## src/rtl/clkcfg_pkg.sv

```systemverilog
// Shared constants and types for the configuration register target.
// Assumes an 8-bit register pointer and 8-bit registers.
package clkcfg_pkg;
    localparam int          BYTE_W     = 8;
    localparam int          STRAP_W    = 3;
    localparam logic [3:0]  DEV_PREFIX = 4'b1101;
    localparam int          ID_IDX     = 0;
    localparam int          STATUS_IDX = 5;

    typedef enum logic [3:0] {
        ST_IDLE,
        ST_RX_ADDR,
        ST_ACK_ADDR,
        ST_RX_PTR,
        ST_ACK_PTR,
        ST_RX_DATA,
        ST_ACK_DATA,
        ST_TX,
        ST_MACK,
        ST_WAIT
    } bus_state_e;
endpackage

```

## src/rtl/clkcfg_line_sync.sv

```systemverilog
// Brings SCL and SDA into the clk domain through a flop chain and
// derives edge and bus-condition strobes from the synchronized levels.
// Assumes the bus is idle high after reset.
module clkcfg_line_sync #(
    parameter int STAGES = 2
) (
    input  logic clk,
    input  logic rst_n,
    input  logic scl_i,
    input  logic sda_i,
    output logic scl_s,
    output logic sda_s,
    output logic scl_rise,
    output logic scl_fall,
    output logic start_det,
    output logic stop_det
);
    logic [STAGES-1:0] scl_pipe;
    logic [STAGES-1:0] sda_pipe;
    logic              scl_q;
    logic              sda_q;

    // Synchronizer chains, reset to the idle-high bus level.
    always_ff @(posedge clk) begin
        if (!rst_n) begin
            scl_pipe <= '1;
            sda_pipe <= '1;
        end else begin
            scl_pipe <= {scl_pipe[STAGES-2:0], scl_i};
            sda_pipe <= {sda_pipe[STAGES-2:0], sda_i};
        end
    end

    assign scl_s = scl_pipe[STAGES-1];
    assign sda_s = sda_pipe[STAGES-1];

    // Previous synchronized levels for edge detection.
    always_ff @(posedge clk) begin
        if (!rst_n) begin
            scl_q <= 1'b1;
            sda_q <= 1'b1;
        end else begin
            scl_q <= scl_s;
            sda_q <= sda_s;
        end
    end

    // Edge strobes and START/STOP conditions (SDA moving while SCL stays high).
    always_comb begin
        scl_rise  = scl_s & ~scl_q;
        scl_fall  = ~scl_s & scl_q;
        start_det = scl_s & scl_q & sda_q & ~sda_s;
        stop_det  = scl_s & scl_q & ~sda_q & sda_s;
    end
endmodule

```

## src/rtl/clkcfg_i2c_engine.sv

```systemverilog
// Protocol engine: address match, pointer load, byte receive and transmit,
// ACK generation and pointer auto-increment. Emits a one-cycle write strobe
// for every received data byte; the register bank decides what is writable.
// Assumes synchronized inputs and no clock stretching.
module clkcfg_i2c_engine
    import clkcfg_pkg::*;
#(
    parameter int PTR_W = 8
) (
    input  logic               clk,
    input  logic               rst_n,
    input  logic               sda_s,
    input  logic               scl_rise,
    input  logic               scl_fall,
    input  logic               start_det,
    input  logic               stop_det,
    input  logic [STRAP_W-1:0] strap_i,
    input  logic [BYTE_W-1:0]  rd_data,
    output logic               sda_oe,
    output logic               wr_en,
    output logic [PTR_W-1:0]   wr_addr,
    output logic [BYTE_W-1:0]  wr_data,
    output logic [PTR_W-1:0]   ptr_o
);
    localparam int CNT_W = $clog2(BYTE_W) + 1;

    bus_state_e        state;
    logic [CNT_W-1:0]  bit_cnt;
    logic [BYTE_W-1:0] rx_sr;
    logic [BYTE_W-1:0] tx_sr;
    logic [PTR_W-1:0]  ptr;
    logic              rd_mode;
    logic              byte_done;
    logic              addr_hit;

    // Byte completion and address comparison.
    always_comb begin
        byte_done = scl_fall && (bit_cnt == CNT_W'(BYTE_W));
        addr_hit  = (rx_sr[BYTE_W-1:1] == {DEV_PREFIX, strap_i});
    end

    // Main transaction sequencer.
    always_ff @(posedge clk) begin
        if (!rst_n) begin
            state   <= ST_IDLE;
            bit_cnt <= '0;
            rx_sr   <= '0;
            tx_sr   <= '0;
            ptr     <= '0;
            rd_mode <= 1'b0;
            sda_oe  <= 1'b0;
            wr_en   <= 1'b0;
            wr_addr <= '0;
            wr_data <= '0;
        end else begin
            wr_en <= 1'b0;
            if (start_det) begin
                state   <= ST_RX_ADDR;
                bit_cnt <= '0;
                sda_oe  <= 1'b0;
            end else if (stop_det) begin
                state  <= ST_IDLE;
                sda_oe <= 1'b0;
            end else begin
                case (state)
                    ST_RX_ADDR, ST_RX_PTR, ST_RX_DATA: begin
                        if (scl_rise && bit_cnt != CNT_W'(BYTE_W)) begin
                            rx_sr   <= {rx_sr[BYTE_W-2:0], sda_s};
                            bit_cnt <= bit_cnt + 1'b1;
                        end else if (byte_done) begin
                            bit_cnt <= '0;
                            if (state == ST_RX_ADDR) begin
                                if (addr_hit) begin
                                    rd_mode <= rx_sr[0];
                                    sda_oe  <= 1'b1;
                                    state   <= ST_ACK_ADDR;
                                end else begin
                                    state <= ST_WAIT;
                                end
                            end else if (state == ST_RX_PTR) begin
                                ptr    <= rx_sr;
                                sda_oe <= 1'b1;
                                state  <= ST_ACK_PTR;
                            end else begin
                                wr_en   <= 1'b1;
                                wr_addr <= ptr;
                                wr_data <= rx_sr;
                                ptr     <= ptr + 1'b1;
                                sda_oe  <= 1'b1;
                                state   <= ST_ACK_DATA;
                            end
                        end
                    end
                    ST_ACK_ADDR: begin
                        if (scl_fall) begin
                            if (rd_mode) begin
                                tx_sr   <= rd_data;
                                ptr     <= ptr + 1'b1;
                                sda_oe  <= ~rd_data[BYTE_W-1];
                                bit_cnt <= '0;
                                state   <= ST_TX;
                            end else begin
                                sda_oe <= 1'b0;
                                state  <= ST_RX_PTR;
                            end
                        end
                    end
                    ST_ACK_PTR, ST_ACK_DATA: begin
                        if (scl_fall) begin
                            sda_oe <= 1'b0;
                            state  <= ST_RX_DATA;
                        end
                    end
                    ST_TX: begin
                        if (scl_fall) begin
                            if (bit_cnt == CNT_W'(BYTE_W - 1)) begin
                                sda_oe <= 1'b0;
                                state  <= ST_MACK;
                            end else begin
                                tx_sr   <= {tx_sr[BYTE_W-2:0], 1'b0};
                                sda_oe  <= ~tx_sr[BYTE_W-2];
                                bit_cnt <= bit_cnt + 1'b1;
                            end
                        end
                    end
                    ST_MACK: begin
                        if (scl_rise && sda_s) begin
                            state <= ST_WAIT;
                        end else if (scl_fall) begin
                            tx_sr   <= rd_data;
                            ptr     <= ptr + 1'b1;
                            sda_oe  <= ~rd_data[BYTE_W-1];
                            bit_cnt <= '0;
                            state   <= ST_TX;
                        end
                    end
                    default: begin
                        sda_oe <= 1'b0;
                    end
                endcase
            end
        end
    end

    assign ptr_o = ptr;
endmodule

```

## src/rtl/clkcfg_regbank.sv

```systemverilog
// Register bank: fixed identity register, status window and writable bytes.
// Writes to non-writable or out-of-range slots are dropped; reads beyond the
// bank return zero. Assumes NUM_REGS is a power of two no larger than 2**PTR_W.
module clkcfg_regbank
    import clkcfg_pkg::*;
#(
    parameter int NUM_REGS = 8,
    parameter int PTR_W    = 8
) (
    input  logic                       clk,
    input  logic                       rst_n,
    input  logic                       wr_en,
    input  logic [PTR_W-1:0]           wr_addr,
    input  logic [BYTE_W-1:0]          wr_data,
    input  logic [PTR_W-1:0]           rd_addr,
    input  logic [STRAP_W-1:0]         strap_i,
    input  logic [BYTE_W-1:0]          status_i,
    output logic [BYTE_W-1:0]          rd_data,
    output logic [NUM_REGS*BYTE_W-1:0] regs_o
);
    localparam int IDX_W = $clog2(NUM_REGS);

    logic [BYTE_W-1:0] bank [NUM_REGS];

    for (genvar g = 0; g < NUM_REGS; g++) begin : g_slot
        if (g == ID_IDX) begin : g_id
            assign bank[g] = {1'b0, DEV_PREFIX, strap_i};
        end else if (g == STATUS_IDX) begin : g_status
            assign bank[g] = status_i;
        end else begin : g_rw
            logic [BYTE_W-1:0] q;
            // Writable byte, loaded when the strobe targets this slot.
            always_ff @(posedge clk) begin
                if (!rst_n)
                    q <= '0;
                else if (wr_en && wr_addr == PTR_W'(g))
                    q <= wr_data;
            end
            assign bank[g] = q;
        end
        assign regs_o[g*BYTE_W +: BYTE_W] = bank[g];
    end

    // Read port with zero fill above the bank.
    always_comb begin
        if (rd_addr < PTR_W'(NUM_REGS))
            rd_data = bank[rd_addr[IDX_W-1:0]];
        else
            rd_data = '0;
    end
endmodule

```

## src/rtl/clkcfg_i2c_target.sv

```systemverilog
// Top level: line synchronizer, protocol engine and register bank.
// Assumes an external open-drain pad driven low while sda_oe is 1.
module clkcfg_i2c_target
    import clkcfg_pkg::*;
#(
    parameter int NUM_REGS    = 8,
    parameter int PTR_W       = 8,
    parameter int SYNC_STAGES = 2
) (
    input  logic                       clk,
    input  logic                       rst_n,
    input  logic                       scl_i,
    input  logic                       sda_i,
    output logic                       sda_oe,
    input  logic [STRAP_W-1:0]         strap_i,
    input  logic [BYTE_W-1:0]          status_i,
    output logic [NUM_REGS*BYTE_W-1:0] regs_o
);
    logic              scl_s;
    logic              sda_s;
    logic              scl_rise;
    logic              scl_fall;
    logic              start_det;
    logic              stop_det;
    logic              wr_en;
    logic [PTR_W-1:0]  wr_addr;
    logic [BYTE_W-1:0] wr_data;
    logic [PTR_W-1:0]  ptr;
    logic [BYTE_W-1:0] rd_data;

    clkcfg_line_sync #(.STAGES(SYNC_STAGES)) sync_i (
        .clk(clk), .rst_n(rst_n), .scl_i(scl_i), .sda_i(sda_i),
        .scl_s(scl_s), .sda_s(sda_s), .scl_rise(scl_rise), .scl_fall(scl_fall),
        .start_det(start_det), .stop_det(stop_det)
    );

    clkcfg_i2c_engine #(.PTR_W(PTR_W)) engine_i (
        .clk(clk), .rst_n(rst_n), .sda_s(sda_s), .scl_rise(scl_rise),
        .scl_fall(scl_fall), .start_det(start_det), .stop_det(stop_det),
        .strap_i(strap_i), .rd_data(rd_data), .sda_oe(sda_oe), .wr_en(wr_en),
        .wr_addr(wr_addr), .wr_data(wr_data), .ptr_o(ptr)
    );

    clkcfg_regbank #(.NUM_REGS(NUM_REGS), .PTR_W(PTR_W)) bank_i (
        .clk(clk), .rst_n(rst_n), .wr_en(wr_en), .wr_addr(wr_addr),
        .wr_data(wr_data), .rd_addr(ptr), .strap_i(strap_i),
        .status_i(status_i), .rd_data(rd_data), .regs_o(regs_o)
    );
endmodule

```

## config.mk

```make
export PLATFORM = sky130hd
export DESIGN_NAME = clkcfg_i2c_target
export DESIGN_NICKNAME = d
export VERILOG_FILES = /design/src/rtl/clkcfg_pkg.sv /design/src/rtl/clkcfg_line_sync.sv /design/src/rtl/clkcfg_i2c_engine.sv /design/src/rtl/clkcfg_regbank.sv /design/src/rtl/clkcfg_i2c_target.sv
export SDC_FILE = /design/constraint.sdc
export NUM_CORES = 1
export LEC_CHECK = 0
export ABC_AREA = 1
export BUFFER_PORTS_ARGS = -buffer_cell sky130_fd_sc_hd__buf_2
export CORE_MARGIN = 8
export CORE_UTILIZATION = 46
export DETAILED_ROUTE_END_ITERATION = 10
export PLACE_DENSITY = 0.74
export SYNTH_ARGS = -nofsm -noshare
export SYNTH_HDL_FRONTEND = slang
export SYNTH_SLANG_ARGS = --single-unit
```

## constraint.sdc

```tcl
create_clock -name clk -period 3 [get_ports clk]
set_input_delay 0.45 -clock clk [delete_from_list [all_inputs] [get_ports clk]]
set_output_delay 0.45 -clock clk [all_outputs]
set_load 0.1 [all_outputs]
```

==> results.ini <==
[global_route]
grt_max_degree = 37
overflow = 0
grt_pass1_wl_um = 26230
antenna_found_initial = 0
grt_pass1_vias = 5106
grt_usage_pct = 20.22

[power_and_ir_drop]
clkPwrFrac_pct = 27.5
swShare_pct = 39.21
power.leakage_nw = 2.929
ir_worst_vdd_v = 0.0004596
power_density_nw_per_um2 = 641.5
p_seq_share_pct = 39.1
power_switching_w = 0.001575
p_int_w = 0.002441
combinationalPowerShare_pct = 33.4

[yosys]
ys_warn_count = 0
yosysSeqAreaShare_pct = 36.81
synth_area_per_cell_um2 = 6.356
synth_area_um2 = 5657
synth_cells = 890
ys_types = 36
ys_ff_latch = 104

[setup_path]
cp-start-kind = flop
crit_arrival_ps = 2550
cpPeakStageDelay_ps = 520
crit_family = simple AND/OR/NAND/NOR gates
required_ps = 3220
cp_common_cell = nand2_1
critPathCaptureType = flop
worstPathCellList = inv_1 -> ha_1 -> nand2_1 -> nor2_1 -> nand2_1 -> nor2_1 -> nand2_1 -> o21ai_0 -> a21oi_1
critical_path_class = reg -> reg
critical_path_buf_inv_count = 1
critPathMaxFanout = 33
slowest_stage = nand2_1

[timing]
min_period_ps = 2327
max_slew.worst_pin.slew_ps = 1122
final.period_utilization_pct = 77.55
setup_viol = 0
relSlewSlack_pct = 24.95
setup_tns_ps = 0
rsz0062_at_grt = no
fin_skew_ps = 15.45
timing.fmax_ghz = 0.4298
slew_violations = 0
finalHoldViolations = 0

[detailed_routing]
routed-via-count = 5667
routedWlPerCell_um = 14.83
via_per_inst = 5.238
first_pass_iters = 5
drt.antenna.violating_nets = 0
drtIter0Drc = 704
drc = 0
wl_um = 16050

[cts]
clk_path_buf_depth = 2
clk_pin_slew_ps = 70
clk_latency_ps = 360
cts-resized-gates = 0
cts_tree = done
numCtsBuffers = 9
htreeDepth = 3
clock_sinks = 104
postCtsSetupBuffers = 0
ctsHoldBuffers = 0
cts-root-buf = clkbuf_16

[placed_design]
placed_cell_area_um2 = 5993
place_congestion = 0.9971
portBuffers = 74
dp_cells = 1067
hpwl_um = 11520

[floorplanning]
rows = 40
core_area_um2 = 12010
dieArea_um2 = 16100
pin_count = 80
dieHeight_um = 126.9
start_util_pct = 47.09
die_w_um = 126.9

[final_layout]
drive_above_1_share_pct = 14.65
num_antenna_cells = 0
mostFrequentLayoutCell = nand2_1
instances_no_fill = 1082
fillers = 1233
postLayoutCoreUtil_pct = 52.13
nets = 949
final_cell_mix = nand2_1, nor2_1, dfxtp_1, nand3_1, buf_2
syn_to_final_growth_pct = 10.68
fin_area_um2 = 6261

[status]
status = completed

[job]
cap_violations = 0

[hold_path]
min_path_type = in -> reg

[sequential cells by signal, summed over array words and instances, names as in the netlist]
signal and cells:
sync_i.sda_pipe 2, engine_i.rx_sr 8, engine_i.tx_sr 7, sync_i.sda_q 1, engine_i.rd_mode 1, sync_i.scl_q 1, bank_i.g_slot.g_rw.q 48, engine_i.ptr_o 8
sync_i.scl_pipe 2, engine_i.wr_en 1, engine_i.state 4, engine_i.bit_cnt 4, engine_i.sda_oe 1, engine_i.wr_addr 8, engine_i.wr_data 8
[power by group through the flow]
stage / logic [W] / clock network, W / registers (W)
floorplan: 0.00108 / 0 / 0.00159
global placement: 0.00133 / 0 / 0.00160
detailed placement: 0.00133 / 0 / 0.00160
CTS: 0.00133 / 0.00113 / 0.00157
global route: 0.00151 / 0.00119 / 0.00158
finish: 0.00134 / 0.00110 / 0.00157
[logic make-up (layout without fill, tap and decap cells)]
group / after synthesis / after routing / synth area share (%)
compound gates: 118 / 118 / 10.77
xor+xnor: 4 / 4 / 0.6194
fa+ha+maj: 3 / 3 / 0.6636
buf+inv: 136 / 178 / 10.86
flops: 104 / 104 / 36.81
other cells: 2 / 5 / 0.1328
simple gates: 523 / 523 / 40.15
[worst paths after layout]
check        cells past startpoint  slack, ps             endpoint                start
max reg2reg                      9        670  engine_i.wr_data[5]  engine_i.bit_cnt[0]
min                              2        280   sync_i.scl_pipe[0]                scl_i
max                              9        670  engine_i.wr_data[5]  engine_i.bit_cnt[0]
min reg2reg                      1        410   sync_i.sda_pipe[1]   sync_i.sda_pipe[0]
[metal layers]
layer | vias up | part of all wire (%) | GRT usage (%)
li1 | 2877 | - | -
met2 | 241 | 43 | 30.04
met4 | 0 | 3.6 | 9.097
met1 | 2513 | 45 | 26.25
met3 | 36 | 8.7 | 6.242
met5 | - | 0 | 0
[cells in the mapped netlist]
cell	number	share of area (%)
nand2_1	207	14
nor2_1	181	12
dfxtp_1	104	37
nand3_1	95	8.4
inv_1	73	4.8
o21ai_0	55	4.9
a21oi_1	51	4.5
buf_4	19	2.5
clkbuf_1	16	1.1
buf_2	12	1.1
nor2_2	11	1.2
buf_1	7	0.46
inv_2	6	0.40
nand4_1	5	0.55
or2_2	5	0.55
nand2_4	4	0.80
o21ai_1	4	0.35
ha_1	3	0.66
nand2_2	3	0.33
nor2_4	3	0.60
o211ai_1	3	0.40
o31ai_1	3	0.40
xor2_1	3	0.46
conb_1	2	0.13
nand3_2	2	0.35
nor3_1	2	0.18
nor4_2	2	0.44
a31oi_1	1	0.11
buf_6	1	0.20
clkbuf_8	1	0.24
clkinv_1	1	0.066
nand3_4	1	0.31
nand4_4	1	0.38
nor3_4	1	0.29
o21bai_1	1	0.13
xnor2_1	1	0.15
[final cells by class]
class / count / area (um2) / share of cell area (%)
inverter: 80 / 300.3 / 4.796
multi-input combinational: 653 / 2989 / 47.74
clock buffer: 9 / 225.2 / 3.597
sequential: 104 / 2082 / 33.25
clock inverter: 6 / 42.54 / 0.6795
timing repair buffer: 83 / 437.9 / 6.994
tap: 147 / 183.9 / 2.938
[per-stage QoR]
step / hold WS (ps) / worst slack [ps] / power, W
2_1_floorplan: 392.5 / 1322 / 0.002677
3_3_place_gp: 393.6 / 801.2 / 0.002927
3_5_place_dp: 401.2 / 732.0 / 0.002926
4_1_cts: 269.1 / 719.2 / 0.004030
5_1_grt: 264.9 / 408.9 / 0.004288
6_report: 275.4 / 673.5 / 0.004016
(Power assumes the default switching activity.)
